### config.mk
export PLATFORM = sky130hd
export DESIGN_NAME = mdio_dual_slave
export DESIGN_NICKNAME = d
export VERILOG_FILES = /design/src/rtl/mdio_dual_pkg.sv /design/src/rtl/mdio_port_match.sv /design/src/rtl/mdio_frame_fsm.sv /design/src/rtl/mdio_data_path.sv /design/src/rtl/mdio_dual_slave.sv
export SDC_FILE = /design/constraint.sdc
export NUM_CORES = 1
export LEC_CHECK = 0
export ABC_CLOCK_PERIOD_IN_PS = 3300
export BUFFER_PORTS_ARGS = -buffer_cell sky130_fd_sc_hd__buf_2
export CAP_MARGIN = 20
export CORE_MARGIN = 5
export CORE_UTILIZATION = 59
export CTS_CLUSTER_SIZE = 25
export DETAILED_ROUTE_END_ITERATION = 10
export PLACE_DENSITY = 0.85
export SLEW_MARGIN = 20
export SYNTH_ARGS = -nofsm -noshare
export SYNTH_HDL_FRONTEND = slang
export SYNTH_SLANG_ARGS = --single-unit
### constraint.sdc
create_clock -name mdc -period 3.3 [get_ports mdc]
set_input_delay 0.495 -clock mdc [delete_from_list [all_inputs] [get_ports mdc]]
set_output_delay 0.495 -clock mdc [all_outputs]
set_load 0.01 [all_outputs]
### src/rtl/mdio_dual_pkg.sv
`timescale 1ns/1ps
// Shared types and constants for the dual-port management slave.
// Assumes nothing beyond a single MDC clock domain.
package mdio_dual_pkg;
    // Frame decoder states, in frame order.
    typedef enum logic [2:0] {
        S_PRE,   // counting preamble ones
        S_ST1,   // expecting second start bit
        S_HDR,   // shifting opcode, station and register fields
        S_TA1,   // first turnaround bit
        S_TA2,   // second turnaround bit
        S_DATA   // sixteen data bits
    } frame_state_e;

    localparam logic [1:0] OP_RD = 2'b10;
    localparam logic [1:0] OP_WR = 2'b01;
endpackage

### src/rtl/mdio_port_match.sv
`timescale 1ns/1ps
// Station-address comparator.
// Compares every address bit except the lowest against the strap and
// reports which bank the lowest bit selects. Purely combinational.
module mdio_port_match #(
    parameter int PHY_W = 5
) (
    input  logic [PHY_W-1:0] phy_addr,
    input  logic [PHY_W-1:0] strap,
    output logic             hit,
    output logic             chan_b
);
    localparam logic [PHY_W-1:0] CMP_MASK = {{(PHY_W-1){1'b1}}, 1'b0};

    // Masked equality: the lowest bit only steers the bank.
    always_comb begin
        hit    = ((phy_addr ^ strap) & CMP_MASK) == '0;
        chan_b = phy_addr[0];
    end
endmodule

### src/rtl/mdio_frame_fsm.sv
`timescale 1ns/1ps
// Frame decoder for the management slave.
// Counts preamble ones, checks start and opcode bits, shifts in the
// header and sequences the turnaround and data slots. Assumes mdio_i
// is already synchronous to clk (MDC). Uses an external matcher.
module mdio_frame_fsm
    import mdio_dual_pkg::*;
#(
    parameter int PRE_LEN = 32,
    parameter int PHY_W   = 5,
    parameter int REG_W   = 5,
    parameter int DATA_W  = 16
) (
    input  logic              clk,
    input  logic              rst_n,
    input  logic              mdio_i,
    input  logic              hit,
    input  logic              chan_b_in,
    output frame_state_e      state,
    output logic [PHY_W-1:0]  phy_next,
    output logic [REG_W-1:0]  reg_addr,
    output logic              is_rd,
    output logic              chan,
    output logic              data_last
);
    localparam int HDR_W   = 2 + PHY_W + REG_W;
    localparam int CNT_MAX = (HDR_W > DATA_W) ? HDR_W : DATA_W;
    localparam int CNT_W   = $clog2(CNT_MAX);
    localparam int PRE_CW  = $clog2(PRE_LEN + 1);

    logic [PRE_CW-1:0] pre_cnt;
    logic [CNT_W-1:0]  bit_cnt;
    logic [HDR_W-1:0]  hdr_r;
    logic [HDR_W-1:0]  hdr_nx;
    logic              hdr_last;
    logic              op_chk;
    logic              op_ok;

    // Header shift value including the bit on the line this cycle.
    always_comb begin
        hdr_nx    = {hdr_r[HDR_W-2:0], mdio_i};
        phy_next  = hdr_nx[REG_W +: PHY_W];
        hdr_last  = (state == S_HDR) && (bit_cnt == CNT_W'(HDR_W - 1));
        op_chk    = (state == S_HDR) && (bit_cnt == CNT_W'(1));
        op_ok     = (hdr_nx[1:0] == OP_RD) || (hdr_nx[1:0] == OP_WR);
        data_last = (state == S_DATA) && (bit_cnt == CNT_W'(DATA_W - 1));
    end

    // Frame sequencing, one MDIO bit per rising MDC edge.
    always_ff @(posedge clk) begin
        if (!rst_n) begin
            state    <= S_PRE;
            pre_cnt  <= '0;
            bit_cnt  <= '0;
            hdr_r    <= '0;
            reg_addr <= '0;
            is_rd    <= 1'b0;
            chan     <= 1'b0;
        end else begin
            case (state)
                S_PRE: begin
                    if (mdio_i) begin
                        if (pre_cnt != PRE_CW'(PRE_LEN))
                            pre_cnt <= pre_cnt + 1'b1;
                    end else if (pre_cnt == PRE_CW'(PRE_LEN)) begin
                        state   <= S_ST1;
                        pre_cnt <= '0;
                    end else begin
                        pre_cnt <= '0;
                    end
                end
                S_ST1: begin
                    bit_cnt <= '0;
                    state   <= mdio_i ? S_HDR : S_PRE;
                end
                S_HDR: begin
                    hdr_r   <= hdr_nx;
                    bit_cnt <= bit_cnt + 1'b1;
                    if (op_chk && !op_ok) begin
                        state <= S_PRE;
                    end else if (hdr_last) begin
                        if (hit) begin
                            state    <= S_TA1;
                            reg_addr <= hdr_nx[REG_W-1:0];
                            is_rd    <= (hdr_nx[HDR_W-1 -: 2] == OP_RD);
                            chan     <= chan_b_in;
                        end else begin
                            state <= S_PRE;
                        end
                    end
                end
                S_TA1: state <= S_TA2;
                S_TA2: begin
                    state   <= S_DATA;
                    bit_cnt <= '0;
                end
                S_DATA: begin
                    if (data_last) state <= S_PRE;
                    else           bit_cnt <= bit_cnt + 1'b1;
                end
                default: state <= S_PRE;
            endcase
        end
    end

    // start bits are only taken after a saturated preamble count.
    assert_start_needs_preamble_R4: assert property (@(posedge clk) disable iff (!rst_n)
        (state == S_ST1) |-> ($past(pre_cnt) == PRE_CW'(PRE_LEN)));

    // a mismatching station address drops the frame.
    assert_nomatch_abandons_R8: assert property (@(posedge clk) disable iff (!rst_n)
        (hdr_last && !hit) |=> (state == S_PRE));

    // only legal opcodes reach the turnaround slot.
    assert_legal_opcode_R5: assert property (@(posedge clk) disable iff (!rst_n)
        (state == S_TA1) |-> ((hdr_r[HDR_W-1 -: 2] == OP_RD) || (hdr_r[HDR_W-1 -: 2] == OP_WR)));
endmodule

### src/rtl/mdio_data_path.sv
`timescale 1ns/1ps
// Data shifter for the management slave.
// Loads bank read data in the first turnaround slot and shifts it out
// MSB first; for writes, shifts data in and raises one bank strobe.
// Assumes the decoder's state and data_last are registered in clk.
module mdio_data_path
    import mdio_dual_pkg::*;
#(
    parameter int DATA_W = 16
) (
    input  logic              clk,
    input  logic              rst_n,
    input  logic              mdio_i,
    input  frame_state_e      state,
    input  logic              is_rd,
    input  logic              chan,
    input  logic              data_last,
    input  logic [DATA_W-1:0] rdata_a,
    input  logic [DATA_W-1:0] rdata_b,
    output logic              oe_r,
    output logic              o_r,
    output logic              we_a,
    output logic              we_b,
    output logic [DATA_W-1:0] wdata
);
    logic [DATA_W-1:0] sh;
    logic [DATA_W-1:0] sh_in;

    // Next shift value when receiving a write bit.
    always_comb sh_in = {sh[DATA_W-2:0], mdio_i};

    // Drive, shift and strobe generation per data-phase slot.
    always_ff @(posedge clk) begin
        if (!rst_n) begin
            oe_r  <= 1'b0;
            o_r   <= 1'b0;
            we_a  <= 1'b0;
            we_b  <= 1'b0;
            sh    <= '0;
            wdata <= '0;
        end else begin
            we_a <= 1'b0;
            we_b <= 1'b0;
            case (state)
                S_TA1: if (is_rd) begin
                    sh   <= chan ? rdata_b : rdata_a;
                    oe_r <= 1'b1;
                    o_r  <= 1'b0;
                end
                S_TA2: if (is_rd) begin
                    o_r <= sh[DATA_W-1];
                    sh  <= sh << 1;
                end
                S_DATA: begin
                    if (is_rd) begin
                        if (data_last) begin
                            oe_r <= 1'b0;
                            o_r  <= 1'b0;
                        end else begin
                            o_r <= sh[DATA_W-1];
                            sh  <= sh << 1;
                        end
                    end else begin
                        sh <= sh_in;
                        if (data_last) begin
                            wdata <= sh_in;
                            we_a  <= !chan;
                            we_b  <= chan;
                        end
                    end
                end
                default: ;
            endcase
        end
    end

    // the enable rises with a driven zero (second turnaround bit).
    assert_ta2_drives_zero_R6: assert property (@(posedge clk) disable iff (!rst_n)
        $rose(oe_r) |-> !o_r);

    // a write strobe lasts exactly one cycle.
    assert_strobe_single_R7: assert property (@(posedge clk) disable iff (!rst_n)
        (we_a || we_b) |=> !(we_a || we_b));

    // never strobe both banks together.
    assert_strobe_onehot_R3: assert property (@(posedge clk) disable iff (!rst_n)
        $onehot0({we_a, we_b}));
endmodule

### src/rtl/mdio_dual_slave.sv
`timescale 1ns/1ps
// Dual-port management slave top.
// One MDC/MDIO pair serves two register banks at adjacent station
// addresses. Assumes an external pull-up and tri-state pad built from
// mdio_o and mdio_oe; the enable is gated by reset so the line is
// released for the whole reset period.
module mdio_dual_slave
    import mdio_dual_pkg::*;
#(
    parameter int PRE_LEN = 32,
    parameter int PHY_W   = 5,
    parameter int REG_W   = 5,
    parameter int DATA_W  = 16
) (
    input  logic              mdc,
    input  logic              rst_n,
    input  logic              mdio_i,
    output logic              mdio_o,
    output logic              mdio_oe,
    input  logic [PHY_W-1:0]  strap_addr,
    output logic [REG_W-1:0]  reg_addr,
    output logic [DATA_W-1:0] reg_wdata,
    input  logic [DATA_W-1:0] chan_a_rdata,
    output logic              chan_a_wr,
    input  logic [DATA_W-1:0] chan_b_rdata,
    output logic              chan_b_wr
);
    frame_state_e     fsm_state;
    logic [PHY_W-1:0] phy_next;
    logic             hit;
    logic             chan_b_sel;
    logic             is_rd;
    logic             chan;
    logic             data_last;
    logic             oe_r;
    logic             o_r;

    mdio_port_match #(.PHY_W(PHY_W)) u_match (
        .phy_addr (phy_next),
        .strap    (strap_addr),
        .hit      (hit),
        .chan_b   (chan_b_sel)
    );

    mdio_frame_fsm #(
        .PRE_LEN (PRE_LEN),
        .PHY_W   (PHY_W),
        .REG_W   (REG_W),
        .DATA_W  (DATA_W)
    ) u_fsm (
        .clk       (mdc),
        .rst_n     (rst_n),
        .mdio_i    (mdio_i),
        .hit       (hit),
        .chan_b_in (chan_b_sel),
        .state     (fsm_state),
        .phy_next  (phy_next),
        .reg_addr  (reg_addr),
        .is_rd     (is_rd),
        .chan      (chan),
        .data_last (data_last)
    );

    mdio_data_path #(.DATA_W(DATA_W)) u_data (
        .clk       (mdc),
        .rst_n     (rst_n),
        .mdio_i    (mdio_i),
        .state     (fsm_state),
        .is_rd     (is_rd),
        .chan      (chan),
        .data_last (data_last),
        .rdata_a   (chan_a_rdata),
        .rdata_b   (chan_b_rdata),
        .oe_r      (oe_r),
        .o_r       (o_r),
        .we_a      (chan_a_wr),
        .we_b      (chan_b_wr),
        .wdata     (reg_wdata)
    );

    // Pad controls: reset releases the line without waiting for an edge.
    always_comb begin
        mdio_oe = oe_r & rst_n;
        mdio_o  = o_r;
    end

    // the driver only turns on from the turnaround slot of a served frame.
    assert_oe_from_turnaround_R1: assert property (@(posedge mdc) disable iff (!rst_n)
        $rose(mdio_oe) |-> ($past(fsm_state) == S_TA1));
endmodule

After elaboration in Yosys (flattened, before gate mapping)
Index checks and enable logic that the tools add are counted.
{ "word_totals": {"mem_count": 0, "mem_bits_rw": 0, "regBits": 67, "latch_bits": 0, "in_bits": 40, "wordCells": 94, "mem_bits_ro": 0} }
{ "op_classes": {"n_div": 0, "multipliers": 0, "mux": 27, "n_bitwise": 7, "shift": 0, "n_addsub": 2, "n_eq_ne": 23, "reduce_logical": 22, "magnitude_cmp": 0} }
{ "op_table": {"columns": ["cell", "n"], "rows": [
  ["$mux 16", 5],
  ["$pmux 16 s3", 1],
  ["$reduce_and 4->1", 5],
  ["$pmux 3 s6", 1],
  ["$mux 3", 5],
  ["$mux 6", 2],
  ["$ne 2x2->1 const B", 6],
  ["$pmux 4 s3", 1],
  ["$eq 4x4->1 const B", 2],
  ["$mux 1", 7],
  ["$add 6x1->6 const B", 1],
  ["$eq 3x2->1 const B", 2],
  ["$eq 3x3->1 const B", 2],
  ["$eq 6x6->1 const B", 1],
  ["$ne 6x6->1 const B", 1],
  ["$reduce_bool 3->1", 2],
  ["$logic_not 5->1", 1],
  ["$not 1->1", 5],
  ["$xor 5x5->5", 1],
  ["$add 4x1->4 const B", 1],
  ["$eq 2x2->1 const B", 2],
  ["$eq 4x1->1 const B", 1],
  ["$logic_and 1x1->1", 4],
  ["$mux 2", 2],
  ["other kinds (17)", 20]
]} }

Depth between registers and ports, before layout
Gate-level depths: netlist of the first run.
{ "depth": {"ltp_word": 6, "ltp_mapped": 8} }

By module
From an unflattened synthesis of the first run, not the netlist that was laid out.
{ "unflattened": {"hier_cells": 373, "hier_area_um2": 3375.7} }
{ "by_module_without_submodules": {"columns": ["module", "instances", "cells_per_inst", "area_per_inst_um2"], "rows": [
  ["mdio_data_path", 1, 185, 1757.9],
  ["mdio_frame_fsm", 1, 181, 1556.5],
  ["mdio_port_match", 1, 6, 55.1],
  ["mdio_dual_slave", 1, 1, 6.3]
]} }

Least setup slack after synthesis of the first run
OpenSTA, ideal clock, no wires.
{ "synth_timing": {"path_type": "flip-flop to flip-flop", "start": "reg u_fsm.bit_cnt[0]", "end": "reg u_data.wdata[10]", "n_path_buf": 3, "setup_time_ns": 0.128, "path_stages_with_launch": 9, "slack_ns": 1.588, "required_ns": 3.172, "arrival_ns": 1.585, "cell_sequence": "dfxtp_1 -> ha_1 -> and3_1 -> buf_2 -> nor3b_2 -> buf_4 -> buf_6 -> mux2i_1 -> nor2_1"} }
{ "synth_via": {"elab_chain_cells": 3} }
{ "synth_rtl": {"columns": ["item", "line", "text"], "rows": [
  ["from (decl)", "mdio_frame_fsm.sv:32", "logic [CNT_W-1:0] bit_cnt;"],
  ["from (signal assigned)", "mdio_frame_fsm.sv:78", "bit_cnt <= bit_cnt + 1'b1;"],
  ["from (signal assigned)", "mdio_frame_fsm.sv:99", "else bit_cnt <= bit_cnt + 1'b1;"],
  ["$eq 4x4->1", "mdio_frame_fsm.sv:46", "data_last = (state == S_DATA) && (bit_cnt == CNT_W'(DATA_W - 1));"],
  ["$logic_and 1x1->1", "mdio_frame_fsm.sv:46", null],
  ["$reduce_and 3->1 (no line)", null, null],
  ["to (signal assigned)", "mdio_data_path.sv:66", "wdata <= sh_in;"],
  ["to (decl)", "mdio_data_path.sv:24", "output logic [DATA_W-1:0] wdata"]
]} }
No other way between the ends.
A chain may end at the register's enable or synchronous reset.

Final worst setup path of the first run
{ "layout_timing": {"start": "reg u_fsm.state[1]", "end": "reg u_fsm.reg_addr[4]"} }
{ "layout_via": {"elab_chain_cells": 5, "elab_cells_between_ends": 6, "classes_between": "eq/ne (1); bitwise (1); reduce/logical (4)"} }
{ "layout_rtl": {"columns": ["item", "line", "text"], "rows": [
  ["from (decl)", "mdio_frame_fsm.sv:19", "output frame_state_e state,"],
  ["from (signal assigned)", "mdio_frame_fsm.sv:74", "state <= mdio_i ? S_HDR : S_PRE;"],
  ["$eq 3x2->1 (*)", "mdio_frame_fsm.sv:43, mdio_frame_fsm.sv:44, mdio_frame_fsm.sv:60", null],
  ["$logic_and 1x1->1", "mdio_frame_fsm.sv:44", "op_chk = (state == S_HDR) && (bit_cnt == CNT_W'(1));"],
  ["$logic_and 1x1->1", "mdio_frame_fsm.sv:79", "if (op_chk && !op_ok) begin"],
  ["$not 1->1 (no line)", null, null],
  ["$reduce_and 4->1 (no line) (*)", null, null],
  ["to (signal assigned)", "mdio_frame_fsm.sv:84", "reg_addr <= hdr_nx[REG_W-1:0];"],
  ["to (decl)", "mdio_frame_fsm.sv:21", "output logic [REG_W-1:0] reg_addr,"]
]} }
Every way passes the cells marked *; elsewhere a longest branch is shown, timed or not.

==> flow_summary.json, run 1 <==
{
  "final_area_sq_um": 3670,
  "grt_overflow": 0,
  "cts_tree": "built",
  "end_kind": "flip-flop",
  "critPathArrivalTime_ns": 2.61,
  "first_iter_violations": 287,
  "p_leak_uw": 0.00137,
  "crit_chain": "nor3b_4 -> o41ai_2 -> nor3_4 -> mux2i_1",
  "min_period_ns": 2.34,
  "cts.reportedPaths.clkPinSlew_ns": 0.07,
  "cts_buffers": 9,
  "die_h_um": 83.6,
  "wl_um": 7190,
  "grt_setup_unrepaired": "no",
  "via_per_inst": 5.81,
  "route.detailed.drc": 0,
  "maxCapViolations": 0,
  "startpoint_type": "flip-flop",
  "drt_pass1_iterations": 4,
  "synth-seq-area-share_pct": 41.9,
  "antenna_found_initial": 0,
  "crit_family": "simple AND/OR/NAND/NOR gates",
  "fp-row-count": 26,
  "async_reset_ff_share_pct": 0,
  "dr_total_vias": 2834,
  "worstPathRequired_ns": 3.57,
  "max_freq_ghz": 0.427,
  "slew_violations": 0,
  "cts_sinks": 67,
  "grt_max_degree": 37,
  "fin_skew_ns": 0.00957,
  "crit_slowest_cell": "dfxtp_1",
  "yosysUniqueCellTypes": 51,
  "hold_viol_final": 0,
  "crit_start": "u_fsm.state[1]$_SDFFE_PN0P_",
  "layout_common_cells": "dfxtp_1 (67), buf_2 (63), nand2_1 (57)",
  "io-pin-count": 65,
  "num_antenna_cells": 0,
  "clk-insertion-delay-late_ns": 0.35,
  "die_x_um": 83.6,
  "postCtsSetupRepairBufs": 0,
  "cts_resized": 0,
  "dieArea_sq_um": 6990,
  "ir_drop_mv": 0.359,
  "ys.flop_type": "dfxtp_1",
  "fin_setup_tns_ns": 0,
  "avgSynthCellArea_sq_um": 8.69,
  "port_buffers": 63,
  "use_met1_pct": 26.4,
  "powerDensity_nw_per_um2": 415,
  "place_congestion": 0.866,
  "finalSetupViolations": 0,
  "ys_ff_latch": 67,
  "syn_to_final_growth_pct": 14.7,
  "initial_core_util_pct": 61.8,
  "cts_root_buf": "clkbuf_8",
  "synth_nets": 412,
  "postSynthCellCount": 368,
  "wl_per_cell_um": 14.7,
  "postLayoutSetupSlackWorst_ns": 0.958,
  "dpl_worst_slack_ns": 0.989,
  "ant_nets": 0,
  "grt_pass1_wl_um": 12200,
  "fill_cells": 422,
  "worst_slew_pin_slew_ns": 1.05,
  "synth_edf_count": 0,
  "core_sq_um": 5170,
  "holdCritStartpoint": "u_fsm.hdr_r[10]$_SDFFE_PN0P_",
  "syn_area_sq_um": 3200,
  "track_usage_pct": 20.9,
  "grt_use_met2_pct": 34.6,
  "timing.final.crit_share_pct": 71.0,
  "critical_path.max_stage_delay_ns": 0.66,
  "cts_hold_buf": 0,
  "status": "finished clean",
  "drive_gt1_share_pct": 20.1,
  "grt_pass1_vias": 2708,
  "cts-htree-levels": 3,
  "layout_commonest_cell": "dfxtp_1",
  "r2r_start": "u_fsm.state[1]$_SDFFE_PN0P_",
  "grt_busiest_layer": "met2",
  "clock_path_buffers": 2,
  "nNetsFinal": 459,
  "worstPathMaxFanout": 18,
  "hp-class": "reg2reg",
  "relSlewSlack_pct": 30.3,
  "yosysWarnings": 0,
  "p_total_uw": 1520,
  "place_hpwl_um": 4920,
  "critPathKind": "reg2reg",
  "met3_usage_pct": 4.24,
  "worst-path-buf-inv": 0,
  "place_area_sq_um": 3490
}
## layer usage
metal  vias to the layer above  share of wire [%]
li1                       1402                  -
met5                         -                  0
met1                      1349                 44
met3                        13                5.0
met4                         0                1.9
met2                        70                 49
## synthesized netlist by cell type (2+ instances only)
library cell,count,share of area (%)
a21oi_1,35,5.5
and3_1,3,0.59
buf_1,2,0.23
buf_2,9,1.4
buf_4,3,0.70
clkbuf_1,15,1.8
dfxtp_1,67,42
ha_1,4,1.6
inv_1,6,0.70
mux2i_1,39,12
nand2_1,57,6.7
nand2b_1,2,0.39
nand3_1,19,3.0
nand3b_1,5,1.2
nand4_1,4,0.78
nor2_1,26,3.1
nor2b_1,4,0.78
nor3_1,3,0.47
o21ai_0,4,0.63
o21ai_1,6,0.94
o221ai_1,16,4.4
or3_1,2,0.39
xnor2_1,6,1.6
xor2_1,4,1.1
## metrics by stage
step / util (%) / cells / hold WS [ns]
2_1_floorplan: - / 368 / 0.437
3_3_place_gp: 67.4 / 474 / 0.440
3_5_place_dp: 67.4 / 474 / 0.449
4_1_cts: 70.9 / 488 / 0.458
5_1_grt: 70.9 / 488 / 0.478
6_report: 70.9 / 488 / 0.457
## final timing paths
check	end	slack, ns	cells past startpoint
hold / removal	u_fsm.hdr_r[10]$_SDFFE_PN0P_	0.46	2
setup / recovery	u_fsm.reg_addr[4]$_SDFFE_PN0P_	0.96	4
hold reg to reg	u_fsm.hdr_r[10]$_SDFFE_PN0P_	0.46	2
setup reg to reg	u_fsm.reg_addr[4]$_SDFFE_PN0P_	0.96	4
## state kept, by name (all words and copies together) (netlist names)
signal          cells
u_data.oe_r         1
u_fsm.hdr_r        11
u_data.o_r          1
u_fsm.is_rd         1
u_data.wdata       16
u_fsm.bit_cnt       4
u_fsm.pre_cnt       6
u_data.sh          16
u_fsm.reg_addr      5
u_fsm.state         3
u_fsm.chan          1
u_data.we_a         1
u_data.we_b         1
## cells by family (layout without fill, tap and decap cells)
group	after synthesis	count (layout)	share of synthesized area (%)
DFF	67	67	41.9
xor gates and xnor gates	10	10	2.74
AOI/OAI and AO/OA	78	78	16.1
and+or+nand+nor	134	134	20.3
muxes	39	39	12.2
buffers and inverters	36	86	5.16
adders and majority gates	4	4	1.57
## report_power, final
| group | internal [uW] | switching [uW] | total, uW | leakage, uW |
|---|---|---|---|---|
| logic | 28.3 | 33.0 | 61.3 | 0.000737 |
| clock network | 359 | 293 | 652 | 0.0000950 |
| registers | 810 | 1.68 | 811 | 0.000540 |
## tightest hold or removal path: cells and delay by family (launching register included)
kind	cells	cell delay [ns]
compound gates	1	0.05
flops	1	0.31
simple gates	1	0.05
## cell type report
class / count / area, sq um / share of cell area, %
sequential: 67 / 1340 / 36.6
inverter: 6 / 22.5 / 0.614
clock buffer: 11 / 141 / 3.85
tap: 70 / 87.6 / 2.39
multi-input combinational: 265 / 1700 / 46.3
clock inverter: 3 / 40.0 / 1.09
timing repair buffer: 66 / 338 / 9.21
Power figures use the tool's default switching activity.
==> inputs of run 2 (changes only) <==
--- a/config.mk
+++ b/config.mk
@@ -5,14 +5,14 @@
 export SDC_FILE = /design/constraint.sdc
 export NUM_CORES = 1
 export LEC_CHECK = 0
-export ABC_CLOCK_PERIOD_IN_PS = 3300
+export ABC_CLOCK_PERIOD_IN_PS = 2150
 export BUFFER_PORTS_ARGS = -buffer_cell sky130_fd_sc_hd__buf_2
 export CAP_MARGIN = 20
 export CORE_MARGIN = 5
-export CORE_UTILIZATION = 59
+export CORE_UTILIZATION = 49
 export CTS_CLUSTER_SIZE = 25
 export DETAILED_ROUTE_END_ITERATION = 10
-export PLACE_DENSITY = 0.85
+export PLACE_DENSITY = 0.75
 export SLEW_MARGIN = 20
 export SYNTH_ARGS = -nofsm -noshare
 export SYNTH_HDL_FRONTEND = slang
==> constraint.sdc (replaced) <==
create_clock -name mdc -period 2.15 [get_ports mdc]
set_input_delay 0.3225 -clock mdc [delete_from_list [all_inputs] [get_ports mdc]]
set_output_delay 0.3225 -clock mdc [all_outputs]
set_load 0.01 [all_outputs]
==> run 2 against run 1 <==
Combinational power grew 55%. Worst setup slack lost 0.72 ns. Sequential power grew 53%.
==> flow_summary.json, run 2 (synthesis results as in run 1) <==
{
  "status": "finished clean",
  "layout_common_cells": "dfxtp_1 (67), buf_2 (63), nand2_1 (57)",
  "grt_max_degree": 50,
  "dpl_worst_slack_ns": 0.274,
  "nNetsFinal": 468,
  "ant_nets": 0,
  "worstPathMaxFanout": 18,
  "port_buffers": 63,
  "worstReg2RegEnd": "u_data.wdata[4]$_SDFFE_PN0P_",
  "dieArea_sq_um": 8240,
  "hold_viol_final": 0,
  "met3_usage_pct": 4.08,
  "min_to": "u_fsm.hdr_r[0]$_SDFFE_PN0P_",
  "hold_depth": 3,
  "route.detailed.drc": 0,
  "worstPathRequired_ns": 2.36,
  "worst_slew_pin_slew_ns": 0.634,
  "cts_root_buf": "clkbuf_8",
  "cts_sinks": 67,
  "clk-insertion-delay-late_ns": 0.34,
  "cts_resized": 0,
  "maxCapViolations": 0,
  "layout_top_registers": "u_data.sh x16, u_data.wdata x16, u_fsm.hdr_r x11",
  "crit_family": "simple AND/OR/NAND/NOR gates",
  "grt_pass1_vias": 2723,
  "initial_core_util_pct": 50.4,
  "worst-path-buf-inv": 1,
  "min_period_ns": 1.91,
  "postCtsSetupRepairBufs": 0,
  "fin_setup_tns_ns": 0,
  "p_leak_uw": 0.00144,
  "critPathKind": "reg2reg",
  "crit_slowest_cell": "dfxtp_1",
  "grt_pass1_wl_um": 12500,
  "grt_overflow": 0,
  "holdCritStartpoint": "mdio_i",
  "die_h_um": 90.8,
  "place_hpwl_um": 5120,
  "die_x_um": 90.8,
  "cts_buffers": 9,
  "grt_busiest_layer": "met2",
  "antenna_found_initial": 0,
  "track_usage_pct": 18.4,
  "grt_setup_unrepaired": "no",
  "hp-class": "in2reg",
  "reg2reg_depth": 6,
  "drive_gt1_share_pct": 22.4,
  "cts.reportedPaths.clkPinSlew_ns": 0.07,
  "num_antenna_cells": 0,
  "end_kind": "flip-flop",
  "postLayoutSetupSlackWorst_ns": 0.241,
  "core_sq_um": 6350,
  "place_congestion": 0.886,
  "relSlewSlack_pct": 57.2,
  "critical_path.max_stage_delay_ns": 0.42,
  "crit_chain": "ha_1 -> and3_1 -> nor3b_4 -> buf_12 -> mux2i_1 -> nor2_1",
  "grt_use_met2_pct": 31.1,
  "powerDensity_nw_per_um2": 643,
  "slew_violations": 0,
  "startpoint_type": "flip-flop",
  "r2r_start": "u_fsm.bit_cnt[0]$_SDFFE_PN0P_",
  "layout_commonest_cell": "dfxtp_1",
  "io-pin-count": 65,
  "fp-row-count": 29,
  "use_met1_pct": 21.9,
  "cts_hold_buf": 0,
  "wl_um": 7420,
  "dr_total_vias": 2864,
  "first_iter_violations": 121,
  "rrSetupSlack_ns": 0.24,
  "final_area_sq_um": 3790,
  "fin_skew_ns": 0.00423,
  "cts-htree-levels": 3,
  "critPathArrivalTime_ns": 2.12,
  "syn_to_final_growth_pct": 18.5,
  "crit_start": "u_fsm.bit_cnt[0]$_SDFFE_PN0P_",
  "fill_cells": 565,
  "max_freq_ghz": 0.524,
  "timing.final.crit_share_pct": 88.8,
  "cts_tree": "built",
  "drt_pass1_iterations": 4,
  "finalSetupViolations": 0,
  "ir_drop_mv": 0.336,
  "place_area_sq_um": 3580,
  "via_per_inst": 5.66,
  "clock_path_buffers": 2,
  "wl_per_cell_um": 14.7
}
[run 2: cell types whose count changed in the layout (fill, tap and decap cells not counted), sizes merged]
| cell | delta |
|---|---|
| buf | +9 |
| clkbuf | +1 |
| clkinvlp | +1 |
[run 2: where the power goes]
group | switching, uW | total (uW) | internal (uW)
combinational | 51.6 | 95.1 | 43.6
sequential | 2.54 | 1240 | 1240
clock | 470 | 1100 | 626
[run 2: worst min-delay path: stages]
cell and delay [ns]:
buf_2 0.16, nand2_1 0.07, a21oi_1 0.06
[run 2: worst max-delay path by stage]
stage	end	cells past startpoint
2_1_floorplan	u_data.wdata[10]$_SDFFE_PN0P_	8
3_3_place_gp	u_data.wdata[12]$_SDFFE_PN0P_	6
3_5_place_dp	u_data.wdata[4]$_SDFFE_PN0P_	6
4_1_cts	u_data.wdata[4]$_SDFFE_PN0P_	6
5_1_grt	u_fsm.pre_cnt[1]$_SDFFE_PN0P_	6
6_report	u_data.wdata[4]$_SDFFE_PN0P_	6
[run 2: stage by stage]
step | util (%) | cells | power (uW) | hold WS (ns)
finish | 59.7 | 506 | 2440 | 0.329
detailed placement | 56.3 | 490 | 1370 | 0.447
global route | 59.7 | 506 | 2530 | 0.339
floorplan | - | 368 | 1320 | 0.437
global placement | 56.3 | 490 | 1360 | 0.441
CTS | 59.7 | 506 | 2460 | 0.316
[run 2: cell type report]
| class | instances | area (sq um) | area share (%) |
|---|---|---|---|
| Multi-Input combinational cell | 265 | 1700 | 44.8 |
| Sequential cell | 67 | 1340 | 35.4 |
| Clock inverter | 4 | 47.5 | 1.25 |
| Timing Repair Buffer | 75 | 418 | 11.0 |
| Tap cell | 77 | 96.3 | 2.54 |
| Clock buffer | 12 | 165 | 4.36 |
| Inverter | 6 | 22.5 | 0.594 |
[run 2: metal layers]
metal | share of wire, % | up-vias | wire length [um]
met2 | 50 | 91 | 3680
met1 | 43 | 1337 | 3180
met5 | 0 | - | 0
met4 | 1.7 | 0 | 127
met3 | 5.9 | 12 | 435
li1 | - | 1424 | -
